<file path="config.mk">
export PLATFORM = sky130hd
export DESIGN_NAME = dbg_cmd_reg
export DESIGN_NICKNAME = d
export VERILOG_FILES = /design/src/rtl/dbg_cmd_pkg.sv /design/src/rtl/dbg_idle_timer.sv /design/src/rtl/dbg_cmd_store.sv /design/src/rtl/dbg_clk_switch.sv /design/src/rtl/dbg_cmd_reg.sv
export SDC_FILE = /design/constraint.sdc
export NUM_CORES = 1
export LEC_CHECK = 0
export CAP_MARGIN = 25
export CORE_AREA = 2 2 66 61
export CTS_CLUSTER_DIAMETER = 100
export DETAILED_ROUTE_END_ITERATION = 10
export DIE_AREA = 0 0 68 63
export PLACE_DENSITY = 0.77
export RECOVER_POWER = 50
export SLEW_MARGIN = 25
export SYNTH_ARGS = -nofsm -noshare
export SYNTH_HDL_FRONTEND = slang
export SYNTH_SLANG_ARGS = --single-unit
</file>
<file path="constraint.sdc">
create_clock -name clk -period 2 [get_ports clk]
set_input_delay 0.3 -clock clk [delete_from_list [all_inputs] [get_ports clk]]
set_output_delay 0.3 -clock clk [all_outputs]
set_load 0.02 [all_outputs]
</file>
<file path="src/rtl/dbg_cmd_pkg.sv">
package dbg_cmd_pkg;

    localparam int unsigned CMD_W = 8;

    // Command byte: attribute flags from bit 7 down, two reserved zeros.
    typedef struct packed {
        logic       hw;
        logic       data;
        logic       rw;
        logic       bgnd;
        logic       word;
        logic       space;
        logic [1:0] rsvd;
    } cmd_t;

    function automatic cmd_t to_cmd(input logic [CMD_W-1:0] raw);
        cmd_t c;
        c      = cmd_t'(raw);
        c.rsvd = 2'b00;
        return c;
    endfunction

endpackage

</file>
<file path="src/rtl/dbg_idle_timer.sv">
module dbg_idle_timer #(
    parameter int unsigned TIMEOUT_CYC = 512
) (
    input  logic                               clk,
    input  logic                               rst_n,
    input  logic                               host_fall,
    output logic                               timeout_hit,
    output logic [$clog2(TIMEOUT_CYC+1)-1:0]   idle_cnt
);
    localparam int unsigned CW = $clog2(TIMEOUT_CYC + 1);
    localparam logic [CW-1:0] LAST = CW'(TIMEOUT_CYC - 1);
    localparam logic [CW-1:0] FULL = CW'(TIMEOUT_CYC);

    typedef struct packed {
        logic [CW-1:0] cnt;
    } state_t;

    state_t st_d, st_q;
    logic   hit_d;

    always_comb begin
        st_d  = st_q;
        hit_d = 1'b0;
        if (host_fall) begin
            st_d.cnt = '0;
        end else if (st_q.cnt != FULL) begin
            st_d.cnt = st_q.cnt + CW'(1);
            hit_d    = (st_q.cnt == LAST);
        end
    end

    always_ff @(posedge clk or negedge rst_n) begin
        if (!rst_n) st_q <= '0;
        else        st_q <= st_d;
    end

    assign timeout_hit = hit_d;
    assign idle_cnt    = st_q.cnt;
endmodule

</file>
<file path="src/rtl/dbg_cmd_store.sv">
module dbg_cmd_store
    import dbg_cmd_pkg::*;
(
    input  logic             clk,
    input  logic             rst_n,
    input  logic             clear,
    input  logic             ser_load,
    input  logic [CMD_W-1:0] ser_byte,
    input  logic             bus_wr,
    input  logic             periph_mode,
    input  logic [CMD_W-1:0] bus_wdata,
    output cmd_t             cmd
);
    typedef struct packed {
        cmd_t cmd;
    } state_t;

    state_t st_d, st_q;

    always_comb begin
        st_d = st_q;
        if (clear)                       st_d.cmd = '0;
        else if (ser_load)               st_d.cmd = to_cmd(ser_byte);
        else if (bus_wr && periph_mode)  st_d.cmd = to_cmd(bus_wdata);
    end

    always_ff @(posedge clk or negedge rst_n) begin
        if (!rst_n) st_q <= '0;
        else        st_q <= st_d;
    end

    assign cmd = st_q.cmd;
endmodule

</file>
<file path="src/rtl/dbg_clk_switch.sv">
module dbg_clk_switch #(
    parameter int unsigned POST_CYC = 150
) (
    input  logic clk,
    input  logic rst_n,
    input  logic sel_wr,
    input  logic sel_val,
    input  logic cmd_start,
    input  logic cmd_end,
    input  logic bus_slow,
    output logic sel_active,
    output logic sel_armed,
    output logic use_bus_clk
);
    localparam int unsigned WW = $clog2(POST_CYC + 1);
    localparam logic [WW-1:0] LOAD = WW'(POST_CYC);

    typedef struct packed {
        logic          pend;
        logic          act;
        logic          arm;
        logic [WW-1:0] win;
    } state_t;

    state_t st_d, st_q;

    always_comb begin
        st_d = st_q;
        if (sel_wr) st_d.pend = sel_val;
        if (cmd_start && st_q.arm) st_d.act = st_q.pend;

        if (cmd_end) begin
            st_d.win = LOAD;
            st_d.arm = 1'b0;
        end else begin
            if (st_q.win != '0) st_d.win = st_q.win - WW'(1);
            if (cmd_start && st_q.arm)     st_d.arm = 1'b0;
            else if (st_q.win == WW'(1))   st_d.arm = 1'b1;
        end
    end

    always_ff @(posedge clk or negedge rst_n) begin
        if (!rst_n) st_q <= '0;
        else        st_q <= st_d;
    end

    assign sel_active  = st_q.act;
    assign sel_armed   = st_q.arm;
    assign use_bus_clk = st_q.act | bus_slow;
endmodule

</file>
<file path="src/rtl/dbg_cmd_reg.sv">
module dbg_cmd_reg
    import dbg_cmd_pkg::*;
#(
    parameter int unsigned TIMEOUT_CYC = 512,
    parameter int unsigned POST_CYC    = 150
) (
    input  logic       clk,
    input  logic       rst_n,
    input  logic       periph_mode,
    input  logic       ser_load,
    input  logic [7:0] ser_byte,
    input  logic       bus_wr,
    input  logic       bus_rd,
    input  logic [7:0] bus_wdata,
    output logic [7:0] bus_rdata,
    input  logic       host_fall,
    input  logic       sel_wr,
    input  logic       sel_val,
    input  logic       cmd_start,
    input  logic       cmd_end,
    input  logic       bus_slow,
    output logic [7:0] cmd_byte,
    output logic       hw_cmd,
    output logic       data_follows,
    output logic       rw_dir,
    output logic       enter_bgnd,
    output logic       word_size,
    output logic       dbg_space,
    output logic       clk_sel_active,
    output logic       use_bus_clk
);
    localparam int unsigned CW = $clog2(TIMEOUT_CYC + 1);

    logic          timeout_hit;
    logic [CW-1:0] idle_cnt;
    logic          sel_armed;
    cmd_t          cmd;

    dbg_idle_timer #(.TIMEOUT_CYC(TIMEOUT_CYC)) u_timer (
        .clk         (clk),
        .rst_n       (rst_n),
        .host_fall   (host_fall),
        .timeout_hit (timeout_hit),
        .idle_cnt    (idle_cnt)
    );

    dbg_cmd_store u_store (
        .clk         (clk),
        .rst_n       (rst_n),
        .clear       (timeout_hit),
        .ser_load    (ser_load),
        .ser_byte    (ser_byte),
        .bus_wr      (bus_wr),
        .periph_mode (periph_mode),
        .bus_wdata   (bus_wdata),
        .cmd         (cmd)
    );

    dbg_clk_switch #(.POST_CYC(POST_CYC)) u_switch (
        .clk         (clk),
        .rst_n       (rst_n),
        .sel_wr      (sel_wr),
        .sel_val     (sel_val),
        .cmd_start   (cmd_start),
        .cmd_end     (cmd_end),
        .bus_slow    (bus_slow),
        .sel_active  (clk_sel_active),
        .sel_armed   (sel_armed),
        .use_bus_clk (use_bus_clk)
    );

    assign cmd_byte     = cmd;
    assign hw_cmd       = cmd.hw;
    assign data_follows = cmd.data;
    assign rw_dir       = cmd.rw;
    assign enter_bgnd   = cmd.bgnd;
    assign word_size    = cmd.word;
    assign dbg_space    = cmd.space;
    assign bus_rdata    = (bus_rd && periph_mode) ? cmd : '0;
endmodule

</file>
==> results by group, run 1 <==
Outcome
  • Status: finished, final reports clean

Timing
  • Final worst slack: 0.08351 ns
  • Crit path time final: 1.916 ns
  • Clock Skew: 0.001344 ns
  • Hold Vio Cnt, Final: 0
  • Relative slew margins: 0.5702
  • Fmax: 521.8 MHz
  • Fin crit share: 0.9582
  • Max-slew violations: 0
  • Setup_tns: 0 ns
  • Unrepaired setup endpoints after global routing: no
  • Worst slew pin tran: 0.6447 ns
  • Setup Viol. Count Final: 0

Worst setup path
  • Slowest-stage cell, CP: clkdlybuf4s50_1
  • Critical Path End Type: output port
  • Type of origin of the critical path: input port
  • CP Class: in -> out
  • Req. time, crit path: 1.70 ns
  • Crit path max-delay family: buffers and inverters
  • Arrival time worst endpoint: 1.62 ns
  • Critical Path Most Common Cell: clkdlybuf4s50_1
  • CP cell instances: clkdlybuf4s50_1 -> and3_1 -> clkdlybuf4s50_1
  • Critical path's largest stage delay: 0.59 ns
  • CP Buf/Inv Count: 2
  • CP max FO: 6

Final layout
  • Area delta synth->final: 31.06%
  • Diode count: 0
  • Register area: 675.6 µm²
  • Fill cells: 341
  • Fin area: 2048 µm²
  • Share of layout cells above drive strength 1: 0.07767
  • Commonest non-fill, non-tap cells in the layout: clkdlybuf4s50_1 (38), dfrtp_1 (27), and3_1 (12), a21oi_1 (12), nor3_1 (10)
  • Multi-input logic area: 775.7 µm²
  • Most common cell after layout, fill and taps aside: clkdlybuf4s50_1
  • Final net count: 240

Logic synthesis
  • Netlist Area Pre-Place: 1563 µm²
  • Synthesized instance count: 164
  • Yosys Warn Count: 0
  • Library cells used by synthesis: 38
  • Flop and latch count out of synthesis: 27
  • Sequential share of the synthesized area: 0.4323
  • Mean Syn Cell Area: 9.529 µm²

Power and ir drop
  • P_int: 855.9 µW
  • Logic pwr share: 0.229
  • PD cells: 574.7 nW/µm²
  • Leakage: 0.0008498 µW
  • Max VDD drop: 0.0002219 V
  • Clk network pwr share: 0.258
  • Switching Power: 321.3 µW
  • Share of power burned in registers: 0.513
  • Switching portion of total power: 0.2729
  • Total power draw: 1177 µW

Global route
  • Vias in the first global route: 1,183
  • Initial antenna violation count: 0
  • Largest net degree at the start of global routing: 28
  • Total GRT Usage: 0.1508
  • First-pass GRT wire length: 5.202 mm
  • Overflow after GRT: 0

Clock network
  • CTS tree: done
  • H-tree lvl count: 1
  • Clk_lat worst skew: 0.27 ns
  • Total CTS buffers: 3
  • Reg clk slew, reported paths: 0.09 ns
  • Clk sinks: 27
  • Worst-case clock buffer depth: 2
  • Hold buffers post-CTS: 0
  • CTS Root Cell: clkbuf_8

Placement
  • Placed instance area: 2017 µm²
  • Count of input and output buffers: 43
  • DPL Wire Length: 2.344 mm
  • Dpl ws: -0.05706 ns
  • GPL Wtd Cong: 0.8279

Drt
  • Drt drc: 0
  • Drt wl/cell: 12.48 µm
  • WL final: 3.146 mm
  • Top sig layer: met4
  • Met2 routed WL: 1.376 mm
  • Routed wire length on met3: 280 µm
  • Initial DRT Pass Iterations: 5
  • Iter 0 DRT Violations: 73
  • DRT met1 WL: 1.449 mm
  • Vias/cell: 5.397
  • Via count: 1,360
  • Post-detailed-route count of antenna-violating nets: 0

Floorplanning
  • Starting density of the core: 0.4310
  • Total die area: 4284 µm²
  • Core area: 3626 µm²
  • Die width: 68 µm
  • Rows: 21
  • Die height: 63 µm
  • Top Ports: 52

Min path
  • Worst Hold Class: reg -> reg

Run
  • Max_cap viols: 0
logic make-up (layout without fill, tap and decap cells):
logic type / Yosys count / after routing / share of synthesized area
other cells: 1 / 4 / 0.002400
simple gates: 68 / 68 / 0.2666
fa+ha+maj: 5 / 5 / 0.04003
flops: 27 / 27 / 0.4323
mux: 4 / 4 / 0.02802
compound gates: 36 / 36 / 0.1449
xor+xnor: 2 / 2 / 0.01121
buf+inv: 21 / 60 / 0.07446
synth_stat cells (all sizes together):
| library cell | count | area share |
|---|---|---|
| o311ai | 1 | 0.0056 |
| nand4b | 1 | 0.0056 |
| o21ai | 9 | 0.029 |
| clkbuf | 3 | 0.0072 |
| nor2 | 6 | 0.014 |
| inv | 7 | 0.017 |
| nand2b | 4 | 0.016 |
| xor2 | 2 | 0.011 |
| buf | 11 | 0.050 |
| ha | 5 | 0.040 |
| nand3 | 4 | 0.013 |
| and3 | 12 | 0.048 |
| mux2i | 1 | 0.0064 |
| nand4 | 1 | 0.0040 |
| a211oi | 7 | 0.034 |
| nor4 | 2 | 0.012 |
| nand4bb | 1 | 0.0072 |
| a311o | 2 | 0.013 |
| a21oi | 12 | 0.038 |
| or3 | 5 | 0.020 |
| nor3 | 10 | 0.032 |
| or4 | 4 | 0.022 |
| nor3b | 2 | 0.0096 |
| and4b | 1 | 0.0064 |
| nand2 | 4 | 0.0096 |
| dfrtp | 27 | 0.43 |
| o31ai | 2 | 0.0096 |
| or2 | 2 | 0.0080 |
| mux2 | 3 | 0.022 |
| nor2b | 7 | 0.028 |
| or3b | 2 | 0.011 |
| a2111o | 1 | 0.0072 |
| conb | 1 | 0.0024 |
| a21boi | 1 | 0.0048 |
| o22ai | 1 | 0.0040 |
final cells by class:
class	count	share of cell area
inverters	7	0.01283
clock buffers	4	0.02199
multi-input cells	119	0.3787
repair buffers	49	0.2285
well taps	46	0.02810
flip-flops and latches	27	0.3299
sequential cells by signal, indices dropped and copies added, names as in the netlist:
register / cells
u_switch.st_q: 9
u_store.cmd: 6
u_switch.sel_active: 1
u_switch.sel_armed: 1
u_timer.idle_cnt: 10
power groups by stage:
| stage | clock (µW) | combinational, µW | sequential (µW) |
|---|---|---|---|
| 6_report | 304 | 269 | 604 |
| 5_1_grt | 334 | 298 | 610 |
| 4_1_cts | 316 | 275 | 604 |
| 3_5_place_dp | 0 | 274 | 615 |
| 3_3_place_gp | 0 | 271 | 614 |
| 2_1_floorplan | 0 | 139 | 625 |
what timing repair did:
action / 4_1_cts / 5_1_grt
endpoints found under the hold margin: 0 / 0
buffers inserted: 0 / 0
resized for setup: 1 / 0
setup endpoints to repair: 6 / 0
routing by layer:
layer  global-route usage  vias to the layer above
li1                     -                      672
met1               0.2154                      638
met2               0.2342                       45
met3              0.02162                        5
met4              0.04500                        0
met5                    0                        -
worst register-to-register path: stages (launching register included):
cell and delay, ns:
dfrtp_1 0.46, or4_4 0.58, or4_1 0.47, a21oi_1 0.13
final timing paths:
path	from	endpoint	slack [ns]	cells after the start
worst max-delay path	bus_rd	bus_rdata[2]	0.08	3
worst min-delay path	u_switch.st_q[10]	u_switch.sel_active	0.51	1
worst max register to register	u_switch.st_q[2]	u_switch.st_q[6]	0.29	3
worst min register to register	u_switch.st_q[10]	u_switch.sel_active	0.51	1
max in group asynchronous	rst_n	u_store.cmd[6]	1.00	2
min in group asynchronous	rst_n	u_switch.st_q[3]	0.58	2
stage by stage:
stage / hold slack [ns] / utilization / instances
global route: 0.5389 / 0.5649 / 252
CTS: 0.4121 / 0.5683 / 252
finish: 0.5135 / 0.5649 / 252
floorplan: 0.004409 / - / 167
global placement: 0.4956 / 0.5562 / 248
detailed placement: 0.4994 / 0.5562 / 248
Power figures use the tool's default switching activity.
==> inputs of run 2 (changes only) <==
CORE_AREA = 2 2 65 61   (was 2 2 66 61)
CTS_CLUSTER_DIAMETER = 40   (was 100)
DIE_AREA = 0 0 67 63   (was 0 0 68 63)
PLACE_DENSITY = 0.79   (was 0.77)
SYNTH_HIERARCHICAL = 1   (was unset)
==> run 2 against run 1 <==
Compared with the run above:
- fmax grew 6.1%
- register-to-register slack got worse by 0.08 ns
- synthesized area grew 1.6%
- die area shrank 1.5%
- critical endpoint is now use_bus_clk
- highest routed layer unchanged
==> results by group, run 2 <==
Worst setup path
  • Type of origin of the critical path: input port
  • Arrival time worst endpoint: 1.51 ns
  • Critical Path End Type: output port
  • Reg-to-Reg End: u_store/cmd[3]
  • Req. time, crit path: 1.70 ns
  • Internal reg-to-reg setup slack: 0.21 ns
  • FF-to-FF path depth: 5
  • CP Class: in -> out
  • CP max FO: 1
  • Worst R2R Start: u_timer/idle_cnt[1]

Final layout
  • Register area: 675.6 µm²
  • Share of layout cells above drive strength 1: 0.1050
  • Commonest non-fill, non-tap cells in the layout: clkdlybuf4s50_1 (33), dfrtp_1 (27), nand2_1 (12), o31ai_1 (10), and3_1 (8)
  • Fin area: 2083 µm²
  • Multi-input logic area: 789.5 µm²
  • Most common cell after layout, fill and taps aside: clkdlybuf4s50_1
  • Area delta synth->final: 31.21%
  • Max reg flops: 10
  • Fill cells: 325
  • Diode count: 0
  • Final net count: 234

Timing
  • Hold Vio Cnt, Final: 0
  • Fmax: 553.6 MHz
  • Max-slew violations: 0
  • Crit path time final: 1.806 ns
  • Fin crit share: 0.9031
  • Relative slew margins: 0.04688
  • Setup Viol. Count Final: 0
  • Unrepaired setup endpoints after global routing: no
  • Setup_tns: 0 ns
  • Worst slew pin tran: 1.430 ns
  • Clock Skew: 0.001776 ns

Placement
  • DPL Wire Length: 2.480 mm
  • Placed instance area: 2021 µm²
  • GPL Wtd Cong: 0.8011
  • Count of input and output buffers: 43

Global route
  • Total GRT Usage: 0.1654
  • Overflow after GRT: 0
  • Initial antenna violation count: 0
  • First-pass GRT wire length: 5.589 mm
  • Vias in the first global route: 1,265
  • Largest net degree at the start of global routing: 28

Logic synthesis
  • Mux share of post-synthesis cell area: 0.06541
  • Synth Area in Compound Gates: 0.1403
  • Yosys Warn Count: 6
  • Flop and latch count out of synthesis: 27
  • Largest family of logic cells by synthesized area: simple AND/OR/NAND/NOR gates
  • Synthesized instance count: 161
  • Library cells used by synthesis: 45
  • Netlist Area Pre-Place: 1588 µm²
  • Top post-synthesis cells by area: dfrtp_1 (43%), o31ai_1 (4.7%), mux2i_1 (4.4%), ha_1 (3.9%), buf_4 (3.8%)
  • Synth area leader: dfrtp_1
  • Most numerous cell in the Yosys netlist: dfrtp_1
  • Simple logic cell fraction of the synthesized area: 0.2301
  • Xor/xnor cell area share of the yosys netlist: 0.01103
  • Predominant post-synthesis flop cell: dfrtp_1
  • Synth Area in Adders: 0.03940
  • Post-synth top cells: dfrtp_1 (27), nand2_1 (12), o31ai_1 (10)
  • Top-area cell type share of the netlist area: 0.4255
  • Sequential share of the synthesized area: 0.4255
  • Mean Syn Cell Area: 9.862 µm²
  • Asr flop ratio synth: 1.000
  • Post-synth EDFFs: 0

Floorplanning
  • Core area: 3573 µm²
  • Rows: 21
  • Starting density of the core: 0.4443
  • Top Ports: 52
  • Die height: 63 µm
  • Total die area: 4221 µm²
  • Die width: 67 µm

Power and ir drop
  • Share of power burned in registers: 0.507
  • Clk network pwr share: 0.262
  • Max VDD drop: 0.0003361 V
  • P_int: 856.8 µW
  • Leakage: 0.0009402 µW
  • Switching portion of total power: 0.2820
  • Switching Power: 336.5 µW
  • PD cells: 572.8 nW/µm²
  • Logic pwr share: 0.231

Drt
  • Drt drc: 0
  • Drt wl/cell: 13.54 µm
  • Iter 0 DRT Violations: 43
  • Via count: 1,315
  • Initial DRT Pass Iterations: 4
  • Post-detailed-route count of antenna-violating nets: 0
  • Vias/cell: 5.346
  • WL final: 3.330 mm

Min path
  • Hold_sp: u_switch/st_q[10]
  • Hold Crit Depth: 1
  • Hold Path End: u_switch/sel_active
  • Worst Hold Class: reg -> reg

Clock network
  • Postcts setup bufs: 0
  • H-tree lvl count: 1
  • CTS Root Cell: clkbuf_8
  • Clk sinks: 27
  • Clk_lat worst skew: 0.26 ns
  • Total CTS buffers: 3
  • Reg clk slew, reported paths: 0.09 ns
  • Hold buffers post-CTS: 0
  • Worst-case clock buffer depth: 2
  • CTS tree: done

Outcome
  • Status: finished, final reports clean

Run
  • Max_cap viols: 0
run 2: changes by cell type after synthesis, sizes merged, moves of 3 or more:
cell,previous run,this run
a211oi,7,3
a21oi,12,6
and3,12,8
mux2i,1,7
nand2,4,12
nor2b,7,1
nor3,10,3
o21ai,9,6
o31ai,2,10
run 2: cell families (layout without fill, tap and decap cells):
| family | Yosys count | count (layout) |
|---|---|---|
| AOI/OAI and AO/OA | 31 | 31 |
| xor gates and xnor gates | 2 | 2 |
| adders and majority gates | 5 | 5 |
| buffers and inverters | 22 | 60 |
| DFF | 27 | 27 |
| muxes | 10 | 10 |
| other | 1 | 2 |
| and+or+nand+nor | 63 | 63 |
run 2: how the worst max path moves through the flow:
stage	start	endpoint	slack [ns]	depth (start not counted)
floorplan	u_timer/idle_cnt[0]	u_store/cmd[2]	0.18	6
global placement	periph_mode	bus_rdata[7]	0.03	3
detailed placement	periph_mode	bus_rdata[7]	0.0004	3
CTS	bus_rd	bus_rdata[7]	0.01	3
global route	u_timer/idle_cnt[0]	u_store/cmd[3]	0.05	5
finish	bus_slow	use_bus_clk	0.19	3
run 2: worst max-delay path: stages:
cell             delay [ns]
clkdlybuf4s50_1        0.39
or2_2                  0.28
clkdlybuf4s50_1        0.53
run 2: metrics by stage:
stage	power (µW)	hold slack (ns)	setup slack (ns)	utilization	instances
6_report	1193	0.5204	0.1937	0.5830	246
5_1_grt	1262	0.5364	0.05478	0.5830	246
4_1_cts	1207	0.3962	0.01083	0.5788	246
3_5_place_dp	897.6	0.5079	0.0004311	0.5655	242
3_3_place_gp	891.6	0.4918	0.03120	0.5655	242
2_1_floorplan	767.3	0.004409	0.1783	-	162
run 2: final cells by class:
class	instances	area share
clock buffers	3	0.01982
clock inverters	1	0.003604
inverters	7	0.01261
multi-input cells	113	0.3790
flip-flops and latches	27	0.3243
well taps	46	0.02763
repair buffers	49	0.2330
run 2: power by group through the flow:
stage	Clock [µW]	Combinational [µW]	Sequential [µW]
global route	349	300	612
detailed placement	0	281	616
CTS	321	281	606
finish	313	275	605
floorplan	0	140	627
global placement	0	277	615
run 2: what timing repair did:
item / 4_1_cts / 5_1_grt
resized for setup: 1 / 7
pin swaps: 0 / 0
setup endpoints to repair: 1 / 7
cloned: 0 / 0
run 2: routing by layer:
metal | part of all wire | global-route usage | vias to the layer above
li1 | - | - | 656
met1 | 0.46 | 0.2241 | 610
met2 | 0.45 | 0.2686 | 47
met3 | 0.079 | 0.03063 | 2
met4 | 0.0045 | 0.04337 | 0
met5 | 0 | 0 | -
==> inputs of run 3 (changes only) <==
ABC_CLOCK_PERIOD_IN_PS = 2000   (was unset)
SKIP_LAST_GASP = 1   (was unset)
==> results of run 3 <==
Same layout as run 2: the final DEF is identical, and so are final timing and power.
